===== config.mk =====
export PLATFORM = sky130hd
export DESIGN_NAME = dma_block_channel
export DESIGN_NICKNAME = d
export VERILOG_FILES = /design/src/rtl/dma_ch_pkg.sv /design/src/rtl/dma_ch_arbiter.sv /design/src/rtl/dma_ch_engine.sv /design/src/rtl/dma_ch_csr.sv /design/src/rtl/dma_block_channel.sv
export SDC_FILE = /design/constraint.sdc
export NUM_CORES = 1
export LEC_CHECK = 0
export BUFFER_PORTS_ARGS = -buffer_cell sky130_fd_sc_hd__buf_4
export CORE_ASPECT_RATIO = 0.75
export CORE_MARGIN = 5
export CORE_UTILIZATION = 40
export DETAILED_ROUTE_END_ITERATION = 7
export PLACE_DENSITY = 0.66
export SKIP_CTS_REPAIR_TIMING = 1
export SLEW_MARGIN = 20
export SYNTH_ARGS = -nofsm -noshare
export SYNTH_HDL_FRONTEND = slang
export SYNTH_SLANG_ARGS = --single-unit

===== constraint.sdc =====
create_clock -name clk -period 2.22 [get_ports clk]
set_input_delay 0.333 -clock clk [delete_from_list [all_inputs] [get_ports clk]]
set_output_delay 0.333 -clock clk [all_outputs]
set_load 0.1 [all_outputs]

===== src/rtl/dma_ch_pkg.sv =====
package dma_ch_pkg;
  typedef enum logic [1:0] {
    ST_IDLE = 2'd0,
    ST_WAIT = 2'd1,
    ST_REQ  = 2'd2,
    ST_MOVE = 2'd3
  } eng_state_t;

  localparam logic [1:0] SEL_ADDR = 2'd0;
  localparam logic [1:0] SEL_CNT  = 2'd1;
  localparam logic [1:0] SEL_CTRL = 2'd2;

  localparam int BIT_DONE  = 0;
  localparam int BIT_DIR   = 1;
  localparam int BIT_GO    = 2;
  localparam int BIT_BURST = 3;
  localparam int BIT_ERR   = 4;
  localparam int BIT_IRQ   = 30;
  localparam int BIT_IE    = 31;
endpackage


===== src/rtl/dma_ch_arbiter.sv =====
module dma_ch_arbiter (
  input  logic clk,
  input  logic rst_n,
  input  logic dma_req,
  input  logic cpu_req,
  output logic dma_gnt,
  output logic cpu_gnt
);
  logic dma_gnt_d, cpu_gnt_d;

  always_comb begin
    dma_gnt_d = dma_req;
    cpu_gnt_d = cpu_req && !dma_req;
  end

  always_ff @(posedge clk or negedge rst_n) begin
    if (!rst_n) begin
      dma_gnt <= 1'b0;
      cpu_gnt <= 1'b0;
    end else begin
      dma_gnt <= dma_gnt_d;
      cpu_gnt <= cpu_gnt_d;
    end
  end
endmodule


===== src/rtl/dma_ch_engine.sv =====
module dma_ch_engine
  import dma_ch_pkg::*;
#(
  parameter int AW     = 32,
  parameter int CW     = 16,
  parameter int STRIDE = 4
) (
  input  logic          clk,
  input  logic          rst_n,
  input  logic          ld_addr,
  input  logic          ld_cnt,
  input  logic [AW-1:0] addr_in,
  input  logic [CW-1:0] cnt_in,
  input  logic          start,
  input  logic          burst,
  input  logic          dev_ready,
  input  logic          gnt,
  input  logic          mem_ack,
  input  logic          mem_err,
  output logic          busy,
  output logic          req,
  output logic          mem_valid,
  output logic [AW-1:0] addr_o,
  output logic [CW-1:0] cnt_o,
  output logic          fin,
  output logic          fin_err
);
  localparam logic [AW-1:0] STEP = AW'(STRIDE);
  localparam logic [CW-1:0] ONE  = CW'(1);

  eng_state_t    state_q, state_d;
  logic [AW-1:0] addr_q, addr_d;
  logic [CW-1:0] cnt_q, cnt_d;
  logic          addr_en, cnt_en;
  logic          done_word;

  always_comb begin
    state_d   = state_q;
    addr_d    = addr_q;
    cnt_d     = cnt_q;
    addr_en   = 1'b0;
    cnt_en    = 1'b0;
    fin       = 1'b0;
    fin_err   = 1'b0;
    done_word = (state_q == ST_MOVE) && (mem_ack || mem_err);
    unique case (state_q)
      ST_IDLE: begin
        if (ld_addr) begin
          addr_d  = addr_in;
          addr_en = 1'b1;
        end
        if (ld_cnt) begin
          cnt_d  = cnt_in;
          cnt_en = 1'b1;
        end
        if (start) begin
          if (cnt_q == '0) fin = 1'b1;
          else             state_d = ST_WAIT;
        end
      end
      ST_WAIT: if (dev_ready) state_d = ST_REQ;
      ST_REQ:  if (gnt) state_d = ST_MOVE;
      ST_MOVE: begin
        if (done_word) begin
          if (mem_err) begin
            fin     = 1'b1;
            fin_err = 1'b1;
            state_d = ST_IDLE;
          end else begin
            addr_d  = addr_q + STEP;
            cnt_d   = cnt_q - ONE;
            addr_en = 1'b1;
            cnt_en  = 1'b1;
            if (cnt_q == ONE) begin
              fin     = 1'b1;
              state_d = ST_IDLE;
            end else if (!burst) begin
              state_d = ST_WAIT;
            end
          end
        end
      end
      default: state_d = ST_IDLE;
    endcase
  end

  always_ff @(posedge clk or negedge rst_n) begin
    if (!rst_n) state_q <= ST_IDLE;
    else        state_q <= state_d;
  end

  always_ff @(posedge clk or negedge rst_n) begin
    if (!rst_n)       addr_q <= '0;
    else if (addr_en) addr_q <= addr_d;
  end

  always_ff @(posedge clk or negedge rst_n) begin
    if (!rst_n)      cnt_q <= '0;
    else if (cnt_en) cnt_q <= cnt_d;
  end

  assign busy      = (state_q != ST_IDLE);
  assign req       = (state_q == ST_REQ) || (state_q == ST_MOVE);
  assign mem_valid = (state_q == ST_MOVE);
  assign addr_o    = addr_q;
  assign cnt_o     = cnt_q;
endmodule


===== src/rtl/dma_ch_csr.sv =====
module dma_ch_csr
  import dma_ch_pkg::*;
#(
  parameter int AW = 32,
  parameter int CW = 16
) (
  input  logic          clk,
  input  logic          rst_n,
  input  logic          cfg_wr,
  input  logic          cfg_rd,
  input  logic [1:0]    cfg_sel,
  input  logic [31:0]   cfg_wdata,
  input  logic          busy,
  input  logic          fin,
  input  logic          fin_err,
  input  logic [AW-1:0] addr_val,
  input  logic [CW-1:0] cnt_val,
  output logic [31:0]   cfg_rdata,
  output logic          start,
  output logic          ld_addr,
  output logic          ld_cnt,
  output logic          dir,
  output logic          burst,
  output logic          ie,
  output logic          done,
  output logic          irq
);
  logic wr_ctrl, mode_en, irq_clr;
  logic ie_d, done_d, err_d, irq_d;
  logic err_q, irq_q;
  logic unused_wbits;

  assign unused_wbits = ^{cfg_wdata[29:5], cfg_wdata[30]};

  always_comb begin
    wr_ctrl = cfg_wr && (cfg_sel == SEL_CTRL);
    mode_en = wr_ctrl && !busy;
    start   = mode_en && cfg_wdata[BIT_GO];
    ld_addr = cfg_wr && (cfg_sel == SEL_ADDR) && !busy;
    ld_cnt  = cfg_wr && (cfg_sel == SEL_CNT) && !busy;
    ie_d    = wr_ctrl ? cfg_wdata[BIT_IE] : ie;
    irq_clr = start || (cfg_rd && (cfg_sel == SEL_CTRL))
           || (wr_ctrl && cfg_wdata[BIT_DONE]);
    done_d  = fin ? 1'b1 : (start ? 1'b0 : done);
    err_d   = fin_err ? 1'b1 : (start ? 1'b0 : err_q);
    irq_d   = fin ? ie_d : (irq_clr ? 1'b0 : irq_q);
  end

  always_ff @(posedge clk or negedge rst_n) begin
    if (!rst_n) begin
      dir   <= 1'b0;
      burst <= 1'b0;
    end else if (mode_en) begin
      dir   <= cfg_wdata[BIT_DIR];
      burst <= cfg_wdata[BIT_BURST];
    end
  end

  always_ff @(posedge clk or negedge rst_n) begin
    if (!rst_n) begin
      ie    <= 1'b0;
      done  <= 1'b0;
      err_q <= 1'b0;
      irq_q <= 1'b0;
    end else begin
      ie    <= ie_d;
      done  <= done_d;
      err_q <= err_d;
      irq_q <= irq_d;
    end
  end

  assign irq = irq_q && ie && done;

  always_comb begin
    cfg_rdata = '0;
    unique case (cfg_sel)
      SEL_ADDR: cfg_rdata = 32'(addr_val);
      SEL_CNT:  cfg_rdata = 32'(cnt_val);
      SEL_CTRL: begin
        cfg_rdata[BIT_IE]    = ie;
        cfg_rdata[BIT_IRQ]   = irq;
        cfg_rdata[BIT_ERR]   = err_q;
        cfg_rdata[BIT_BURST] = burst;
        cfg_rdata[BIT_DIR]   = dir;
        cfg_rdata[BIT_DONE]  = done;
      end
      default: cfg_rdata = '0;
    endcase
  end
endmodule


===== src/rtl/dma_block_channel.sv =====
module dma_block_channel #(
  parameter int AW     = 32,
  parameter int CW     = 16,
  parameter int STRIDE = 4
) (
  input  logic          clk,
  input  logic          rst_n,
  input  logic          cfg_wr,
  input  logic          cfg_rd,
  input  logic [1:0]    cfg_sel,
  input  logic [31:0]   cfg_wdata,
  output logic [31:0]   cfg_rdata,
  input  logic          dev_ready,
  input  logic          cpu_req,
  output logic          cpu_gnt,
  output logic          mem_valid,
  output logic          mem_we,
  output logic [AW-1:0] mem_addr,
  input  logic          mem_ack,
  input  logic          mem_err,
  output logic          irq
);
  logic          start, ld_addr, ld_cnt, dir, burst, ie, done;
  logic          busy, dma_req, dma_gnt, fin, fin_err;
  logic [AW-1:0] cur_addr;
  logic [CW-1:0] cur_cnt;

  dma_ch_csr #(.AW(AW), .CW(CW)) u_csr (
    .clk(clk), .rst_n(rst_n), .cfg_wr(cfg_wr), .cfg_rd(cfg_rd),
    .cfg_sel(cfg_sel), .cfg_wdata(cfg_wdata), .busy(busy), .fin(fin),
    .fin_err(fin_err), .addr_val(cur_addr), .cnt_val(cur_cnt),
    .cfg_rdata(cfg_rdata), .start(start), .ld_addr(ld_addr),
    .ld_cnt(ld_cnt), .dir(dir), .burst(burst), .ie(ie), .done(done),
    .irq(irq)
  );

  dma_ch_engine #(.AW(AW), .CW(CW), .STRIDE(STRIDE)) u_eng (
    .clk(clk), .rst_n(rst_n), .ld_addr(ld_addr), .ld_cnt(ld_cnt),
    .addr_in(cfg_wdata[AW-1:0]), .cnt_in(cfg_wdata[CW-1:0]),
    .start(start), .burst(burst), .dev_ready(dev_ready), .gnt(dma_gnt),
    .mem_ack(mem_ack), .mem_err(mem_err), .busy(busy), .req(dma_req),
    .mem_valid(mem_valid), .addr_o(cur_addr), .cnt_o(cur_cnt),
    .fin(fin), .fin_err(fin_err)
  );

  dma_ch_arbiter u_arb (
    .clk(clk), .rst_n(rst_n), .dma_req(dma_req), .cpu_req(cpu_req),
    .dma_gnt(dma_gnt), .cpu_gnt(cpu_gnt)
  );

  assign mem_addr = cur_addr;
  assign mem_we   = mem_valid && dir;
endmodule


== Yosys cells after proc, flatten, opt, wreduce, memory -nomap -nowiden ==
Cells that the tools add are included.

* Flip-flop bits (word level): 58
* Bits of input ports: 42
* Output and inout bits: 68
* Logic and storage cells: 102

* Add/sub/neg operators: 2
* Equality and inequality tests: 15
* Multiplexer cells: 43
* Reductions and logical operators: 31

{| class="wikitable"
|+ Operators by type and width
! operator !! number
|-
| 32-bit two-way mux || 3
|-
| 32-bit one-hot mux with 2 select lines || 1
|-
| 25-bit one-hot mux with 2 select lines || 1
|-
| 16-bit two-way mux || 3
|-
| 32-bit by 3-bit adder with 32-bit output (second input constant) || 1
|-
| 16-bit one-hot mux with 2 select lines || 1
|-
| 1-bit two-way mux || 18
|-
| 16-bit by 1-bit == test with 1-bit output (second input constant) || 1
|-
| 16-bit zero test || 1
|-
| 2-bit two-way mux || 8
|-
| 16-bit by 1-bit subtractor with 16-bit output (second input constant) || 1
|-
| 1-bit logical AND || 14
|-
| 2-bit inequality test (second input constant) || 6
|-
| 2-bit one-hot mux with 3 select lines || 2
|-
| 5-bit AND reduction || 2
|-
| 2-bit nonzero test || 5
|-
| 1-bit one-hot mux with 2 select lines || 4
|-
| 2-bit one-hot mux with 4 select lines || 1
|-
| 2-bit == test (second input constant) || 3
|-
| 6-bit AND reduction || 1
|-
| 2-bit by 1-bit == test with 1-bit output (second input constant) || 2
|-
| 2-bit zero test || 2
|-
| 1-bit logical OR || 4
|-
| 2-bit by 1-bit inequality test with 1-bit output (second input constant) || 2
|-
| 3 further kinds || 4
|}

== Depth between registers and ports, before layout ==
* Depth after elaboration: 8
* Depth in mapped cells: 9
* Gate-level depth less buffers: 7

== Modules after synthesis ==
Synthesis repeated with hierarchy kept, for this count alone.

* Cells, all modules: 482
* Area total of the unflattened synthesis: 4191.5 um2

{| class="wikitable"
|+ By module, submodules not included
! module !! instances !! cells each !! area each (um2) !! sequential area each (um2)
|-
| dma_ch_engine || 1 || 394 || 3424.5 || 1251.2
|-
| dma_ch_csr || 1 || 84 || 696.9 || 150.1
|-
| dma_ch_arbiter || 1 || 3 || 63.8 || 50.0
|-
| dma_block_channel || 1 || 1 || 6.3 || 0.0
|}

== Worst setup path before layout ==
Ideal clock, no wire load.

* Path type: flip-flop to output port
* From: reg u_eng.addr_q[4], in the netlist u_eng.addr_o[4]
* To: out cfg_rdata[4]
* Arrival: 3.273 ns
* Required time: 1.887 ns
* Path slack: -1.386 ns
* Stages on the path, launching flop included: 3
* Path buffers: 0
* Path through: dfrtp_1 mux2i_1 o21ai_0

* Word-level cells in the longest chain between the ends: 1

{| class="wikitable"
|+ RTL lines
! what !! line !! text
|-
| start: declaration || dma_ch_engine.sv:32 || <nowiki>logic [AW-1:0] addr_q, addr_d;</nowiki>
|-
| start signal: assignment || dma_ch_engine.sv:94 || <nowiki>else if (addr_en) addr_q <= addr_d;</nowiki>
|-
| 2-bit one-hot mux with 3 select lines || dma_ch_csr.sv:77 || <nowiki>unique case (cfg_sel)</nowiki>
|-
| end: declaration || dma_block_channel.sv:12 || <nowiki>output logic [31:0] cfg_rdata,</nowiki>
|}

No other way between the ends.

== Worst setup path after layout ==
* From: reg u_eng.state_q[1]
* To: out mem_we

* Word-level cells in the longest chain between the ends: 2

{| class="wikitable"
|+ RTL lines
! what !! line !! text
|-
| start: declaration || dma_ch_engine.sv:31 || <nowiki>eng_state_t state_q, state_d;</nowiki>
|-
| start signal: assignment || dma_ch_engine.sv:89 || <nowiki>else state_q <= state_d;</nowiki>
|-
| 2-bit == test || dma_ch_engine.sv:104 || <nowiki>assign mem_valid = (state_q == ST_MOVE);</nowiki>
|-
| 1-bit logical AND || dma_block_channel.sv:52 || <nowiki>assign mem_we = mem_valid && dir;</nowiki>
|-
| end: declaration || dma_block_channel.sv:17 || <nowiki>output logic mem_we,</nowiki>
|}

No other way between the ends.

==> run summary <==
In the finished design, the share of the clock period the worst path needs comes to 94.5%. TritonCTS built the clock tree. The run gives 2550 µm² as the area taken by multi-input logic gates. In the layout the commonest cells are 141 x sky130_fd_sc_hd__buf_4, 49 x sky130_fd_sc_hd__nand2_1, 44 x sky130_fd_sc_hd__a21oi_1.

Synthesis produced a netlist with a net count of 540. Synthesis produced a netlist whose cell count is 490. The detailed-route vias per instance is 5.79, and the clock period minus worst slack is 2.10 ns. The internal reg-to-reg setup slack was 0.14 ns; the total number of H-tree levels was 3.

The run gives 0 as the final hold violation count. Summed over all layers, the global routing overflow is 0. The flow ran to the end, and the final reports show no timing, DRC or antenna violations. Data on the critical path is required at its endpoint by 1.89 ns. The initial antenna violation count was 0; the area growth from synthesis to final layout was 41.3%. Yosys attributes the largest share of cell area to sky130_fd_sc_hd__dfrtp_1 36%, sky130_fd_sc_hd__mux2i_1 5.7%, sky130_fd_sc_hd__a21oi_1 5.5%. Dividing the synthesized area by the synthesized cell count gives 8.19 µm². For the number of warnings issued by yosys, the log shows 0.

The critical path goes through buf_4 -> ha_4 -> buf_6 -> and2_4 -> buf_4. The detailed-route DRC error count came out at 0. The share of layout cells above drive strength 1 came out at 37.2%. Once detail routing completed, the nets flagged for antenna violations numbered 0. Setup violations remaining at the end of the flow were counted as 0. Leaving out fill and tap cells, the most frequent cell in the layout is sky130_fd_sc_hd__buf_4. The peak clock frequency supported by timing is 0.477 GHz, and the sequential fraction of the synthesis area is 36.2%. Entering global routing, the biggest net connects 59 pins. The most area-hungry cell type in the Yosys netlist was sky130_fd_sc_hd__dfrtp_1. The final-stage net count is 663, and the arrival time at the worst endpoint is 1.76 ns. The first TritonRoute pass finished after 5 iterations. The first-pass GRT wire length came out at 22300 µm.

For this block, the initial DRC count from the detailed router was 472. The slowest cell on the critical path is sky130_fd_sc_hd__dfrtp_1. The layout has 857 filler cells. Once detailed placement completed, the half-perimeter wirelength came to 10100 µm.

For the worst slew slack as a fraction of its limit, the log shows 48.4%. Counting flops with a built-in enable in the synthesized netlist gives 0. The most numerous cell type found on the critical path is sky130_fd_sc_hd__buf_4. The logs give 0 for the final antenna diode count and 13700 µm for the sum of routed wire length over all layers.

Clock tree synthesis found a total of 58 sinks. At the pin with the least slew margin, the transition time is 0.775 ns. Setup repair after global routing left no endpoint under its margin. The tools report the cell at the root of the clock tree as sky130_fd_sc_hd__clkbuf_16. For this run, asynchronously set or reset flops after synthesis account for 100%. In this run the worst path has a maximum fanout of 35.

After detailed placement, the design holds a cell count of 733. The tightest min-delay check is of the input pin to async pin type. The clock arrives with 0.00702 ns of skew.

In the final routed layout, each cell accounts on average for 18.3 µm. For this block, the via count after detailed routing is 4340. The most used flip-flop cell after synthesis is sky130_fd_sc_hd__dfrtp_1. Across every metal layer, demand over resource in global routing totals 22.5%.

The number of cells in the finished layout apart from fillers was 750. The number of global-route vias before repair was 4241. The run gives 110 as the total I/O pin count.

In this run, CTS created clock tree buffers numbering 9. The count of different cell masters after synthesis was 57. The kind of start point of the critical path is a flip-flop. The mapped netlist covers 4010 µm².

The synthesized design contains 58 register bits. Buffers placed on the I/O ports in this run total 109. The floorplan has 31 rows. The longest clock path from root to sink contains 2 buffers. The critical path start-end classification is flip-flop to output port. Registers take 1490 µm². From bottom edge to top edge, the die measures 96.7 µm. The clock slew at the register clock pins of the worst setup and hold paths was 0.05 ns.

The worst setup path is captured at an output port. The top cell type by area accounts for 36.2% of the synthesized area. The die covers 12200 µm². Flip-flop count of the largest register, all copies and words added: 32. The critical path's top delay family is buffers and inverters. Once the floorplan was initialized, standard cells occupied 41.2% of the core. The die outline width came out at 126 µm. The run gives 0 as the number of pins exceeding their max-slew limit in the final report.

The run gives 0.33 ns as the worst-skew pair later-pin latency. In this design, the stage delay of the slowest critical-path cell is 0.34 ns. The logs give 0.879 for the final weighted congestion in routability-driven placement and 0 for the total of max-cap violations. The critical path contains buffers and inverters numbering 3 combined. For the core box area, the log shows 9740 µm².
cells in the mapped netlist (4+ instances only):
cell type,instances
sky130_fd_sc_hd__o31ai_1,4
sky130_fd_sc_hd__a31oi_1,4
sky130_fd_sc_hd__and2_1,16
sky130_fd_sc_hd__a21oi_1,44
sky130_fd_sc_hd__nor4_1,5
sky130_fd_sc_hd__nand4_1,11
sky130_fd_sc_hd__mux2_2,4
sky130_fd_sc_hd__mux2i_1,23
sky130_fd_sc_hd__nand2_1,49
sky130_fd_sc_hd__o21ai_0,43
sky130_fd_sc_hd__or3_1,6
sky130_fd_sc_hd__a2bb2oi_1,9
sky130_fd_sc_hd__ha_1,8
sky130_fd_sc_hd__nand3_1,20
sky130_fd_sc_hd__a22oi_1,8
sky130_fd_sc_hd__clkbuf_1,19
sky130_fd_sc_hd__inv_1,18
sky130_fd_sc_hd__nor3_1,17
sky130_fd_sc_hd__o211ai_1,5
sky130_fd_sc_hd__o22ai_1,18
sky130_fd_sc_hd__nor2_1,39
sky130_fd_sc_hd__and3_1,6
sky130_fd_sc_hd__dfrtp_1,58
sky130_fd_sc_hd__buf_2,9
routing by layer:
| metal | routed length, µm | part of all wire, % | vias to the layer above | global-route usage, % |
|---|---|---|---|---|
| met1 | 6340 | 46 | 2075 | 31.6 |
| met4 | 184 | 1.3 | 0 | 6.00 |
| met5 | 0 | 0 | - | 0 |
| met3 | 1080 | 7.8 | 15 | 7.05 |
| li1 | - | - | 2075 | - |
| met2 | 6120 | 45 | 175 | 33.4 |
worst register-to-register path: stages (launching register included):
cell,delay [ns]
sky130_fd_sc_hd__dfrtp_1,0.41
sky130_fd_sc_hd__inv_1,0.11
sky130_fd_sc_hd__ha_1,0.35
sky130_fd_sc_hd__and4bb_4,0.40
sky130_fd_sc_hd__o22a_2,0.21
sky130_fd_sc_hd__buf_4,0.16
sky130_fd_sc_hd__buf_4,0.14
sky130_fd_sc_hd__o211ai_1,0.08
sky130_fd_sc_hd__a21oi_1,0.14
per-stage QoR:
stage	cell area, µm²	worst slack [ns]	hold slack (ns)	setup TNS (ns)	utilization [%]
finish	5670	0.123	0.0793	0	58.2
global route	5670	0.0195	0.157	0	58.2
CTS	5640	0.0191	0.121	0	57.9
detailed placement	5340	0.0657	0.473	0	54.9
global placement	5340	0.136	0.465	0	54.9
floorplan	4230	-0.145	0.0374	-0.233	-
final cells by class:
| class | count | share of cell area [%] |
|---|---|---|
| clock buffers | 14 | 5.01 |
| repair buffers | 144 | 19.4 |
| clock inverters | 2 | 0.177 |
| well taps | 132 | 2.91 |
| flip-flops and latches | 58 | 26.3 |
| multi-input cells | 381 | 44.9 |
| inverters | 19 | 1.26 |
worst paths after layout:
check,cells past startpoint,end,startpoint
min reg2reg,2,u_csr.err_q$_DFFE_PN0P_,u_csr.err_q$_DFFE_PN0P_
min,1,u_eng.cnt_o[5]$_DFFE_PN0P_,rst_n
max reg2reg,8,u_eng.addr_o[25]$_DFFE_PN0P_,u_eng.state_q[0]$_DFFE_PN0P_
max in group asynchronous,1,u_eng.addr_o[3]$_DFFE_PN0P_,rst_n
min in group clk,3,u_eng.addr_o[1]$_DFFE_PN0P_,cfg_wdata[1]
max,5,mem_we,u_eng.state_q[1]$_DFFE_PN0P_
cells by family (layout without fill, tap and decap cells):
group,count (synthesis),after routing,synth area share (%)
AO/OA/AOI/OAI,160,160,25.3
adder cells (fa/ha/maj),8,8,2.50
buffers and inverters,51,179,5.15
flip-flops,58,58,36.2
multiplexers,27,27,6.86
AND/OR/NAND/NOR,186,186,24.0
Power is left out: the tool's default activity adds up to more than one toggle a clock period on the data nets, which glitch-free logic cannot reach.
